===== config.mk =====
export PLATFORM = sky130hd
export DESIGN_NAME = usart_irq_ctrl
export DESIGN_NICKNAME = d
export VERILOG_FILES = /design/src/rtl/usart_irq_pkg.sv /design/src/rtl/usart_irq_flag.sv /design/src/rtl/usart_irq_enable.sv /design/src/rtl/usart_irq_req.sv /design/src/rtl/usart_irq_ctrl.sv
export SDC_FILE = /design/constraint.sdc
export NUM_CORES = 1
export LEC_CHECK = 0
export CAP_MARGIN = 20
export CORE_AREA = 5 5 42 44
export CTS_CLUSTER_DIAMETER = 80
export CTS_CLUSTER_SIZE = 14
export DETAILED_ROUTE_END_ITERATION = 8
export DIE_AREA = 0 0 47 49
export GPL_ROUTABILITY_DRIVEN = 0
export PLACE_DENSITY = 0.66
export RECOVER_POWER = 50
export SYNTH_ARGS = -nofsm -noshare
export SYNTH_HDL_FRONTEND = slang
export SYNTH_SLANG_ARGS = --single-unit

===== constraint.sdc =====
create_clock -name clk -period 2.19 [get_ports clk]
set_clock_uncertainty 0.15 [all_clocks]
set_input_delay 0.438 -clock clk [delete_from_list [all_inputs] [get_ports clk]]
set_output_delay 0.438 -clock clk [all_outputs]
set_load 0.1 [all_outputs]

===== src/rtl/usart_irq_pkg.sv =====
package usart_irq_pkg;

    localparam int NUM_CH    = 2;
    localparam int VEC_BYTES = 2;

    typedef enum logic {
        CH_RX = 1'b0,
        CH_TX = 1'b1
    } chan_e;

    function automatic logic [7:0] vec_addr(input logic [7:0] base, input int ch);
        return 8'(int'(base) + ch * VEC_BYTES);
    endfunction

endpackage


===== src/rtl/usart_irq_flag.sv =====
module usart_irq_flag #(
    parameter bit RST_VAL = 1'b0
) (
    input  logic clk,
    input  logic rst_n,
    input  logic set_i,
    input  logic clr_i,
    output logic flag_o
);

    typedef struct packed {
        logic flag;
    } state_t;

    state_t state_d, state_q;

    always_comb begin
        state_d = state_q;
        if (clr_i) state_d.flag = 1'b0;
        if (set_i) state_d.flag = 1'b1;
    end

    always_ff @(posedge clk) begin
        if (!rst_n) state_q.flag <= RST_VAL;
        else        state_q      <= state_d;
    end

    assign flag_o = state_q.flag;


    set_wins_chk: assert property (@(posedge clk) disable iff (!rst_n)
        set_i |=> flag_o);


    clear_takes_chk: assert property (@(posedge clk) disable iff (!rst_n)
        (clr_i && !set_i) |=> !flag_o);

    flag_hold_chk: assert property (@(posedge clk) disable iff (!rst_n)
        (!clr_i && !set_i) |=> $stable(flag_o));

endmodule


===== src/rtl/usart_irq_enable.sv =====
module usart_irq_enable #(
    parameter int DATA_W    = 8,
    parameter int TX_EN_BIT = 1,
    parameter int RX_EN_BIT = 0
) (
    input  logic              clk,
    input  logic              rst_n,
    input  logic              wr_i,
    input  logic [DATA_W-1:0] wdata_i,
    output logic              tx_en_o,
    output logic              rx_en_o
);

    typedef struct packed {
        logic tx_en;
        logic rx_en;
    } state_t;

    state_t state_d, state_q;

    always_comb begin
        state_d = state_q;
        if (wr_i) begin
            state_d.tx_en = wdata_i[TX_EN_BIT];
            state_d.rx_en = wdata_i[RX_EN_BIT];
        end
    end

    always_ff @(posedge clk) begin
        if (!rst_n) state_q <= '0;
        else        state_q <= state_d;
    end

    assign tx_en_o = state_q.tx_en;
    assign rx_en_o = state_q.rx_en;


    en_load_chk: assert property (@(posedge clk) disable iff (!rst_n)
        wr_i |=> (tx_en_o == $past(wdata_i[TX_EN_BIT])) && (rx_en_o == $past(wdata_i[RX_EN_BIT])));


    en_hold_chk: assert property (@(posedge clk) disable iff (!rst_n)
        !wr_i |=> $stable(tx_en_o) && $stable(rx_en_o));

endmodule


===== src/rtl/usart_irq_req.sv =====
module usart_irq_req (
    input  logic flag_i,
    input  logic en_i,
    output logic req_o
);

    assign req_o = flag_i & en_i;

endmodule


===== src/rtl/usart_irq_ctrl.sv =====
module usart_irq_ctrl #(
    parameter int         DATA_W    = 8,
    parameter int         TX_EN_BIT = 1,
    parameter int         RX_EN_BIT = 0,
    parameter logic [7:0] VEC_BASE  = 8'hEC
) (
    input  logic              clk,
    input  logic              rst_n,
    input  logic              en_wr,
    input  logic [DATA_W-1:0] en_wdata,
    input  logic              tx_buf_wr,
    input  logic              rx_buf_rd,
    input  logic              tx_load_pulse,
    input  logic              rx_done_pulse,
    output logic              tx_irq,
    output logic [7:0]        tx_vector,
    output logic              rx_irq,
    output logic [7:0]        rx_vector
);

    import usart_irq_pkg::*;

    logic [NUM_CH-1:0] set_v, clr_v, flag_v, en_v, req_v;

    assign set_v[CH_RX] = rx_done_pulse;
    assign clr_v[CH_RX] = rx_buf_rd;
    assign set_v[CH_TX] = tx_load_pulse;
    assign clr_v[CH_TX] = tx_buf_wr;

    usart_irq_enable #(
        .DATA_W    (DATA_W),
        .TX_EN_BIT (TX_EN_BIT),
        .RX_EN_BIT (RX_EN_BIT)
    ) u_enable (
        .clk     (clk),
        .rst_n   (rst_n),
        .wr_i    (en_wr),
        .wdata_i (en_wdata),
        .tx_en_o (en_v[CH_TX]),
        .rx_en_o (en_v[CH_RX])
    );

    for (genvar ch = 0; ch < NUM_CH; ch++) begin : g_chan
        usart_irq_flag #(
            .RST_VAL (ch == int'(CH_TX))
        ) u_flag (
            .clk    (clk),
            .rst_n  (rst_n),
            .set_i  (set_v[ch]),
            .clr_i  (clr_v[ch]),
            .flag_o (flag_v[ch])
        );

        usart_irq_req u_req (
            .flag_i (flag_v[ch]),
            .en_i   (en_v[ch]),
            .req_o  (req_v[ch])
        );
    end

    assign tx_irq    = req_v[CH_TX];
    assign rx_irq    = req_v[CH_RX];
    assign tx_vector = vec_addr(VEC_BASE, int'(CH_TX));
    assign rx_vector = vec_addr(VEC_BASE, int'(CH_RX));


    tx_drop_chk: assert property (@(posedge clk) disable iff (!rst_n)
        (tx_buf_wr && !tx_load_pulse) |=> !tx_irq);


    rx_drop_chk: assert property (@(posedge clk) disable iff (!rst_n)
        (rx_buf_rd && !rx_done_pulse) |=> !rx_irq);


    tx_mask_chk: assert property (@(posedge clk) disable iff (!rst_n)
        (en_wr && !en_wdata[TX_EN_BIT]) |=> !tx_irq);


    rx_mask_chk: assert property (@(posedge clk) disable iff (!rst_n)
        (en_wr && !en_wdata[RX_EN_BIT]) |=> !rx_irq);

endmodule


==> results.json, run 1 <==
{
  "die_h_um": 49,
  "p_per_area_mw_per_mm2": 899,
  "rr_worst_depth": 2,
  "numPlacedInstances": 56,
  "root_buffer": "clkbuf_4",
  "num_vias": 185,
  "dieArea_mm2": 0.00230,
  "antenna_found_initial": 0,
  "finalCriticalPeriod_ns": 1.53,
  "worstPathRequired_ns": 1.60,
  "fmax_mhz": 652,
  "first_iter_violations": 0,
  "core_area_mm2": 0.00140,
  "cts_hold_buf": 0,
  "grt.overflow.total": 0,
  "dr.pass1.iters": 1,
  "postRouteAntennaNets": 0,
  "antenna_cells": 0,
  "critPathArrivalTime_ns": 0.95,
  "fin_cells": 59,
  "end_kind": "primary output",
  "grt_pass1_vias": 175,
  "ys_warn_count": 0,
  "setup_viol": 0,
  "track_usage_pct": 4.23,
  "worstReg2RegEnd": "g_chan[0].u_flag.flag_o",
  "port_buffers": 10,
  "wirelength_um": 467,
  "clk_pin_slew_worst_paths_ns": 0.04,
  "path_class": "flip-flop to primary output",
  "insertion_delay_ns": 0.23,
  "hold-path-endpoint": "g_chan[1].u_flag.flag_o",
  "cts_made_buffers": 3,
  "hp-start": "g_chan[1].u_flag.flag_o",
  "min_period_over_period_pct": 70.1,
  "grt_start_max_net_pins": 5,
  "postSynthCellCount": 32,
  "r2r-start": "g_chan[0].u_flag.flag_o",
  "final_cell_mix": "16 x conb_1, 5 x clkdlybuf4s50_1, 4 x dfxtp_1",
  "synth_seq_cells": 4,
  "die_w_um": 47,
  "hp-class": "flip-flop to flip-flop",
  "cts_setup_buffers": 0,
  "start_util_pct": 20.0,
  "crit_fanout": 2,
  "leakage_nw": 0.175,
  "synth.distinct_cells": 9,
  "cts_tree": "yes",
  "io_pins": 33,
  "h-tree-depth": 1,
  "synth_area_per_cell_um2": 8.76,
  "grt_pass1_wl_um": 634,
  "yosysSeqAreaShare_pct": 28.6,
  "drc": 0,
  "setup_tns_ns": 0,
  "clkSinkCount": 4,
  "wl_per_cell_um": 7.92,
  "status": "finished, final reports clean",
  "layout.nets": 60,
  "vdd_ir_drop_max_uv": 201,
  "drive_above_1_share_pct": 11.6,
  "ff2ff_setup_slack_ns": 1.36,
  "num_rows": 14,
  "ctsResizeCount": 0,
  "syn_to_final_growth_pct": 29.5,
  "drt-vias-per-instance": 3.14,
  "finalHoldViolCount": 0,
  "synth_area_um2": 280,
  "mostFrequentLayoutCell": "conb_1",
  "whs_path_depth": 2,
  "cts_buffer_depth": 2,
  "cp-start-kind": "flip-flop",
  "rsz0062_at_grt": "no",
  "maxCapViolCount": 0,
  "fillers": 156,
  "drv_slew": 0,
  "dp_hpwl_um": 416
}
## per-stage QoR
| stage | cell area (um2) | setup WS [ns] | util (%) | hold WS, ns | power (W) |
|---|---|---|---|---|---|
| floorplan | 333 | 0.553 | - | 0.287 | 0.000240 |
| CTS | 363 | 0.640 | 25.9 | 0.324 | 0.000332 |
| global route | 363 | 0.591 | 25.9 | 0.348 | 0.000342 |
| global placement | 340 | 0.705 | 24.3 | 0.305 | 0.000239 |
| finish | 363 | 0.656 | 25.9 | 0.317 | 0.000326 |
| detailed placement | 340 | 0.700 | 24.3 | 0.313 | 0.000240 |
## synth_stat cells
cell type	instances	area, um2
nor2b_1	3	18.8
buf_4	16	120
and2_1	2	12.5
mux2i_1	2	20.0
nand2b_1	1	6.26
o21a_1	1	7.51
nand3b_1	1	7.51
conb_1	2	7.51
dfxtp_1	4	80.1
## cell type report
class / count / area (um2) / area share, %
multi-input combinational: 26 / 133 / 36.6
timing repair buffer: 10 / 108 / 29.7
sequential: 4 / 80.1 / 22.1
clock buffer: 3 / 22.5 / 6.21
tap: 16 / 20.0 / 5.52
## worst max path at each step
| stage | from | to | slack (ns) | depth (start not counted) |
|---|---|---|---|---|
| finish | g_chan[0].u_flag.flag_o | rx_irq | 0.66 | 2 |
| global route | g_chan[0].u_flag.flag_o | rx_irq | 0.59 | 2 |
| CTS | g_chan[0].u_flag.flag_o | rx_irq | 0.64 | 2 |
| detailed placement | en_wr | u_enable.tx_en_o | 0.70 | 3 |
| global placement | en_wr | u_enable.rx_en_o | 0.70 | 3 |
| floorplan | g_chan[1].u_flag.flag_o | tx_irq | 0.55 | 1 |
## critical path, stage by stage, from the launching register on
cell     delay [ns]
dfxtp_1        0.31
and2_1         0.12
buf_4          0.28
## state kept, by name, summed over array words and instances, names as in the netlist
signal                flops
g_chan.u_flag.flag_o      2
u_enable.rx_en_o          1
u_enable.tx_en_o          1
## report_power, final
group / total [W] / internal [W] / switching [W]
Sequential: 0.0000792 / 0.0000776 / 0.00000157
Clock: 0.0000883 / 0.0000611 / 0.0000272
Combinational: 0.000159 / 0.0000215 / 0.000137
## kinds of logic after synthesis
group	after synthesis	share of synthesized area, %
AOI/OAI and AO/OA	1	2.68
buffers and inverters	16	42.9
DFF	4	28.6
muxes	2	7.14
other	2	2.68
and+or+nand+nor	7	16.1
## routing by layer
metal	GRT usage [%]	up-vias	routed length, um
li1	-	88	-
met1	2.86	84	117
met2	6.33	13	272
met3	3.69	0	77
met4	4.15	0	0
met5	0	-	0
(Power assumes the default switching activity.)
==> run 2, diff against run 1 <==
- clock period: 2.19 -> 1.5 ns (I/O delays scaled with it)
==> run 2 against run 1 <==
Clock power increased by 52%. Final area increased by 3.4%. Global-route usage rose by 0.21 points. Power is 48% higher. Combinational power rose by 48%. Via count up 3.8%. Worst hold slack gained 0.0018 ns. Cell count is the same. Register-to-register slack worse by 0.70 ns. Critical path depth unchanged. Sequential power up 45%. Critical endpoint is now tx_irq. Highest routed layer is now met4.
==> results.json, run 2 (synthesized netlist as in run 1, its figures left out) <==
{
  "finalHoldViolCount": 0,
  "cts_buffer_depth": 2,
  "ff2ff_setup_slack_ns": 0.66,
  "dp_slack_ns": 0.157,
  "fmax_mhz": 740,
  "num_rows": 14,
  "dr.pass1.iters": 2,
  "maxCapViolCount": 0,
  "insertion_delay_ns": 0.24,
  "hp-class": "flip-flop to flip-flop",
  "worstSetupStartpoint": "g_chan[1].u_flag.flag_o",
  "drive_above_1_share_pct": 11.6,
  "final_cell_mix": "16 x conb_1, 5 x clkdlybuf4s50_1, 4 x dfxtp_1",
  "io_pins": 33,
  "cp-start-kind": "flip-flop",
  "min_period_over_period_pct": 90.1,
  "status": "finished, final reports clean",
  "core_area_mm2": 0.00140,
  "crit_fanout": 2,
  "worstReg2RegEnd": "g_chan[0].u_flag.flag_o",
  "clk_pin_slew_worst_paths_ns": 0.04,
  "drv_slew": 0,
  "cts_setup_buffers": 0,
  "crit_end": "tx_irq",
  "grt_start_max_net_pins": 5,
  "leakage_nw": 0.178,
  "critPathArrivalTime_ns": 0.90,
  "numPlacedInstances": 56,
  "die_h_um": 49,
  "antenna_found_initial": 0,
  "dieArea_mm2": 0.00230,
  "die_w_um": 47,
  "finalCriticalPeriod_ns": 1.35,
  "grt_pass1_wl_um": 655,
  "wl_per_cell_um": 8.22,
  "track_usage_pct": 4.44,
  "cts_hold_buf": 0,
  "port_buffers": 10,
  "vdd_ir_drop_max_uv": 367,
  "largest_reg_flops": 2,
  "cts_tree": "yes",
  "setup_viol": 0,
  "layout.nets": 60,
  "dp_hpwl_um": 440,
  "drt-vias-per-instance": 3.25,
  "whs_path_depth": 2,
  "p_per_area_mw_per_mm2": 1290,
  "num_vias": 192,
  "rsz0062_at_grt": "no",
  "grt.overflow.total": 0,
  "r2r-start": "g_chan[0].u_flag.flag_o",
  "syn_to_final_growth_pct": 33.9,
  "clkSinkCount": 4,
  "fin_cells": 59,
  "first_iter_violations": 1,
  "rr_worst_depth": 2,
  "worstPathRequired_ns": 1.05,
  "mostFrequentLayoutCell": "conb_1",
  "h-tree-depth": 1,
  "drc": 0,
  "ctsResizeCount": 0,
  "path_class": "flip-flop to primary output",
  "antenna_cells": 0,
  "wirelength_um": 485,
  "grt_pass1_vias": 194,
  "postRouteAntennaNets": 0,
  "cts_made_buffers": 3,
  "root_buffer": "clkbuf_4",
  "setup_tns_ns": 0,
  "fin_ws_ns": 0.149,
  "end_kind": "primary output",
  "start_util_pct": 20.0
}
[run 2: cell types whose count changed in the layout (fill, tap and decap cells not counted)]
cell and change:
buf_12 +1, buf_4 -1
[run 2: final cells by class]
| type | instances | area [um2] |
|---|---|---|
| repair buffers | 10 | 120 |
| fillers | 155 | 1030 |
| clock buffers | 3 | 22.5 |
| multi-input cells | 26 | 133 |
| well taps | 16 | 20.0 |
| flip-flops and latches | 4 | 80.1 |
[run 2: routing by layer]
| layer | up-vias | share of wire [%] | global-route usage (%) |
|---|---|---|---|
| met3 | 2 | 19 | 2.58 |
| met2 | 15 | 54 | 6.33 |
| met4 | 0 | 3.1 | 6.91 |
| met1 | 87 | 24 | 2.86 |
| met5 | - | 0 | 0 |
| li1 | 88 | - | - |
[run 2: worst min-delay path by stage]
stage / startpoint / to / slack (ns)
4_1_cts: g_chan[1].u_flag.flag_o / g_chan[1].u_flag.flag_o / 0.32
2_1_floorplan: rst_n / g_chan[1].u_flag.flag_o / 0.24
6_report: g_chan[1].u_flag.flag_o / g_chan[1].u_flag.flag_o / 0.32
3_5_place_dp: g_chan[1].u_flag.flag_o / g_chan[1].u_flag.flag_o / 0.32
5_1_grt: g_chan[1].u_flag.flag_o / g_chan[1].u_flag.flag_o / 0.35
3_3_place_gp: g_chan[1].u_flag.flag_o / g_chan[1].u_flag.flag_o / 0.30
[run 2: worst max-delay path, cell delays in order, from the launching register on]
cell	delay [ns]
dfxtp_1	0.31
and2_1	0.17
buf_12	0.18
[run 2: report_power, final]
part | leakage [nW] | switching, W | internal (W)
Combinational | 0.131 | 0.000201 | 0.0000333
Sequential | 0.0332 | 0.00000214 | 0.000113
Clock | 0.0138 | 0.0000443 | 0.0000895
[run 2: per-stage QoR]
step | total power (W) | instance area (um2) | hold slack [ns] | util [%]
final | 0.000484 | 375 | 0.319 | 26.8
after global routing | 0.000496 | 375 | 0.350 | 26.8
after CTS | 0.000490 | 375 | 0.324 | 26.8
after detailed placement | 0.000353 | 353 | 0.315 | 25.2
after global placement | 0.000352 | 353 | 0.305 | 25.2
after floorplan | 0.000350 | 333 | 0.236 | -
==> run 3, diff against run 2 <==
- clock period: 1.5 -> 1.4 ns (I/O delays scaled with it)
==> run 3 against run 2 <==
Sequential share of layout area down 0.14 points. Worst setup slack worse by 0.070 ns. Critical path depth unchanged. Highest routed layer is now met3. Combinational power up 7%. First-iteration DRC count unchanged. Count of clock-buffer cells in the layout unchanged. Critical endpoint unchanged. Utilization up 0.18 points. Register-to-register slack worse by 0.08 ns. Cell count unchanged. Sequential cell count unchanged. Clock power up 4%.
==> results.json, run 3 (synthesized netlist as in run 1, its figures left out) <==
{
  "status": "finished, final reports clean",
  "cts_made_buffers": 3,
  "layout.nets": 60,
  "whs_path_depth": 2,
  "drc": 0,
  "cp.buffers_inverters": 1,
  "grt_pass1_vias": 177,
  "end_kind": "primary output",
  "postRouteAntennaNets": 0,
  "maxCapViolCount": 0,
  "crit_chain": "and2_2 -> buf_12",
  "worst-path-stages": 2,
  "vdd_ir_drop_max_uv": 365,
  "cp-start-kind": "flip-flop",
  "fin_cells": 59,
  "dp_hpwl_um": 407,
  "num_vias": 180,
  "ctsResizeCount": 0,
  "largest_reg_flops": 2,
  "dpl_cell_area_um2": 355,
  "h-tree-depth": 1,
  "first_iter_violations": 1,
  "hp-class": "flip-flop to flip-flop",
  "cts_setup_buffers": 0,
  "cts_buffer_depth": 2,
  "grt_pass1_wl_um": 717,
  "finalPower_w": 0.000515,
  "root_buffer": "clkbuf_4",
  "mostFrequentLayoutCell": "conb_1",
  "rr_worst_depth": 2,
  "worstPathRequired_ns": 0.97,
  "finalCriticalPeriod_ns": 1.32,
  "port_buffers": 10,
  "setup_viol": 0,
  "cts_tree": "yes",
  "fmax_mhz": 757,
  "wl_per_cell_um": 7.98,
  "core_area_mm2": 0.00140,
  "dr.pass1.iters": 2,
  "syn_to_final_growth_pct": 34.8,
  "die_h_um": 49,
  "numPlacedInstances": 56,
  "grt.overflow.total": 0,
  "p_per_area_mw_per_mm2": 1360,
  "clkSinkCount": 4,
  "dieArea_mm2": 0.00230,
  "start_util_pct": 20.0,
  "antenna_cells": 0,
  "min_period_over_period_pct": 94.4,
  "cp_slowest_stage_delay_ns": 0.29,
  "finalHoldViolCount": 0,
  "final_cell_mix": "16 x conb_1, 5 x clkdlybuf4s50_1, 4 x dfxtp_1",
  "final_cell_area_um2": 378,
  "critPathTopFamily": "flip-flops",
  "dp_slack_ns": 0.0858,
  "die_w_um": 47,
  "insertion_delay_ns": 0.23,
  "rsz0062_at_grt": "no",
  "crit_fanout": 2,
  "antenna_found_initial": 0,
  "leakage_nw": 0.180,
  "wirelength_um": 471,
  "track_usage_pct": 4.93,
  "fillers": 165,
  "drt-vias-per-instance": 3.05,
  "fin_ws_ns": 0.0789,
  "ff2ff_setup_slack_ns": 0.58,
  "cts_hold_buf": 0,
  "clk_pin_slew_worst_paths_ns": 0.04,
  "regArea_um2": 80.1,
  "path_class": "flip-flop to primary output",
  "drv_slew": 0,
  "slowest_stage": "dfxtp_1",
  "drive_above_1_share_pct": 16.3,
  "setup_tns_ns": 0,
  "io_pins": 33,
  "multi_input_area_um2": 135,
  "grt_start_max_net_pins": 5,
  "num_rows": 14,
  "critPathArrivalTime_ns": 0.89
}
[run 3: cell counts in the layout (fill, tap and decap cells not counted)]
Identical to the previous run, type by type.
[run 3: final cells by class]
class / instances / area share [%]
clock buffers: 3 / 5.96
repair buffers: 10 / 31.8
flip-flops and latches: 4 / 21.2
multi-input cells: 26 / 35.8
well taps: 16 / 5.30
[run 3: through the flow]
step | utilization [%] | hold WS, ns
finish | 27.0 | 0.315
global placement | 25.4 | 0.306
global route | 27.0 | 0.372
CTS | 27.0 | 0.318
detailed placement | 25.4 | 0.309
floorplan | - | 0.216
[run 3: final timing paths]
| path | start | end |
|---|---|---|
| min | g_chan[1].u_flag.flag_o | g_chan[1].u_flag.flag_o |
| max reg2reg | g_chan[0].u_flag.flag_o | g_chan[0].u_flag.flag_o |
| min reg2reg | g_chan[1].u_flag.flag_o | g_chan[1].u_flag.flag_o |
| max | g_chan[1].u_flag.flag_o | tx_irq |
[run 3: worst register-to-register path, cell delays in order, from the launching register on]
cell     delay (ns)
dfxtp_1        0.29
nor2b_1        0.12
o21a_1         0.15
[run 3: power by group]
group / total, W / internal, W / switching (W)
sequential: 0.000124 / 0.000121 / 0.00000235
combinational: 0.000251 / 0.0000362 / 0.000215
clock: 0.000139 / 0.0000957 / 0.0000438
total: 0.000515 / 0.000253 / 0.000261
[run 3: layer usage]
layer	track usage, %	vias up	wire, um
met5	0	-	0
met4	6.91	0	0
met3	2.58	0	76
met2	6.79	12	278
met1	3.95	79	116
li1	-	89	-
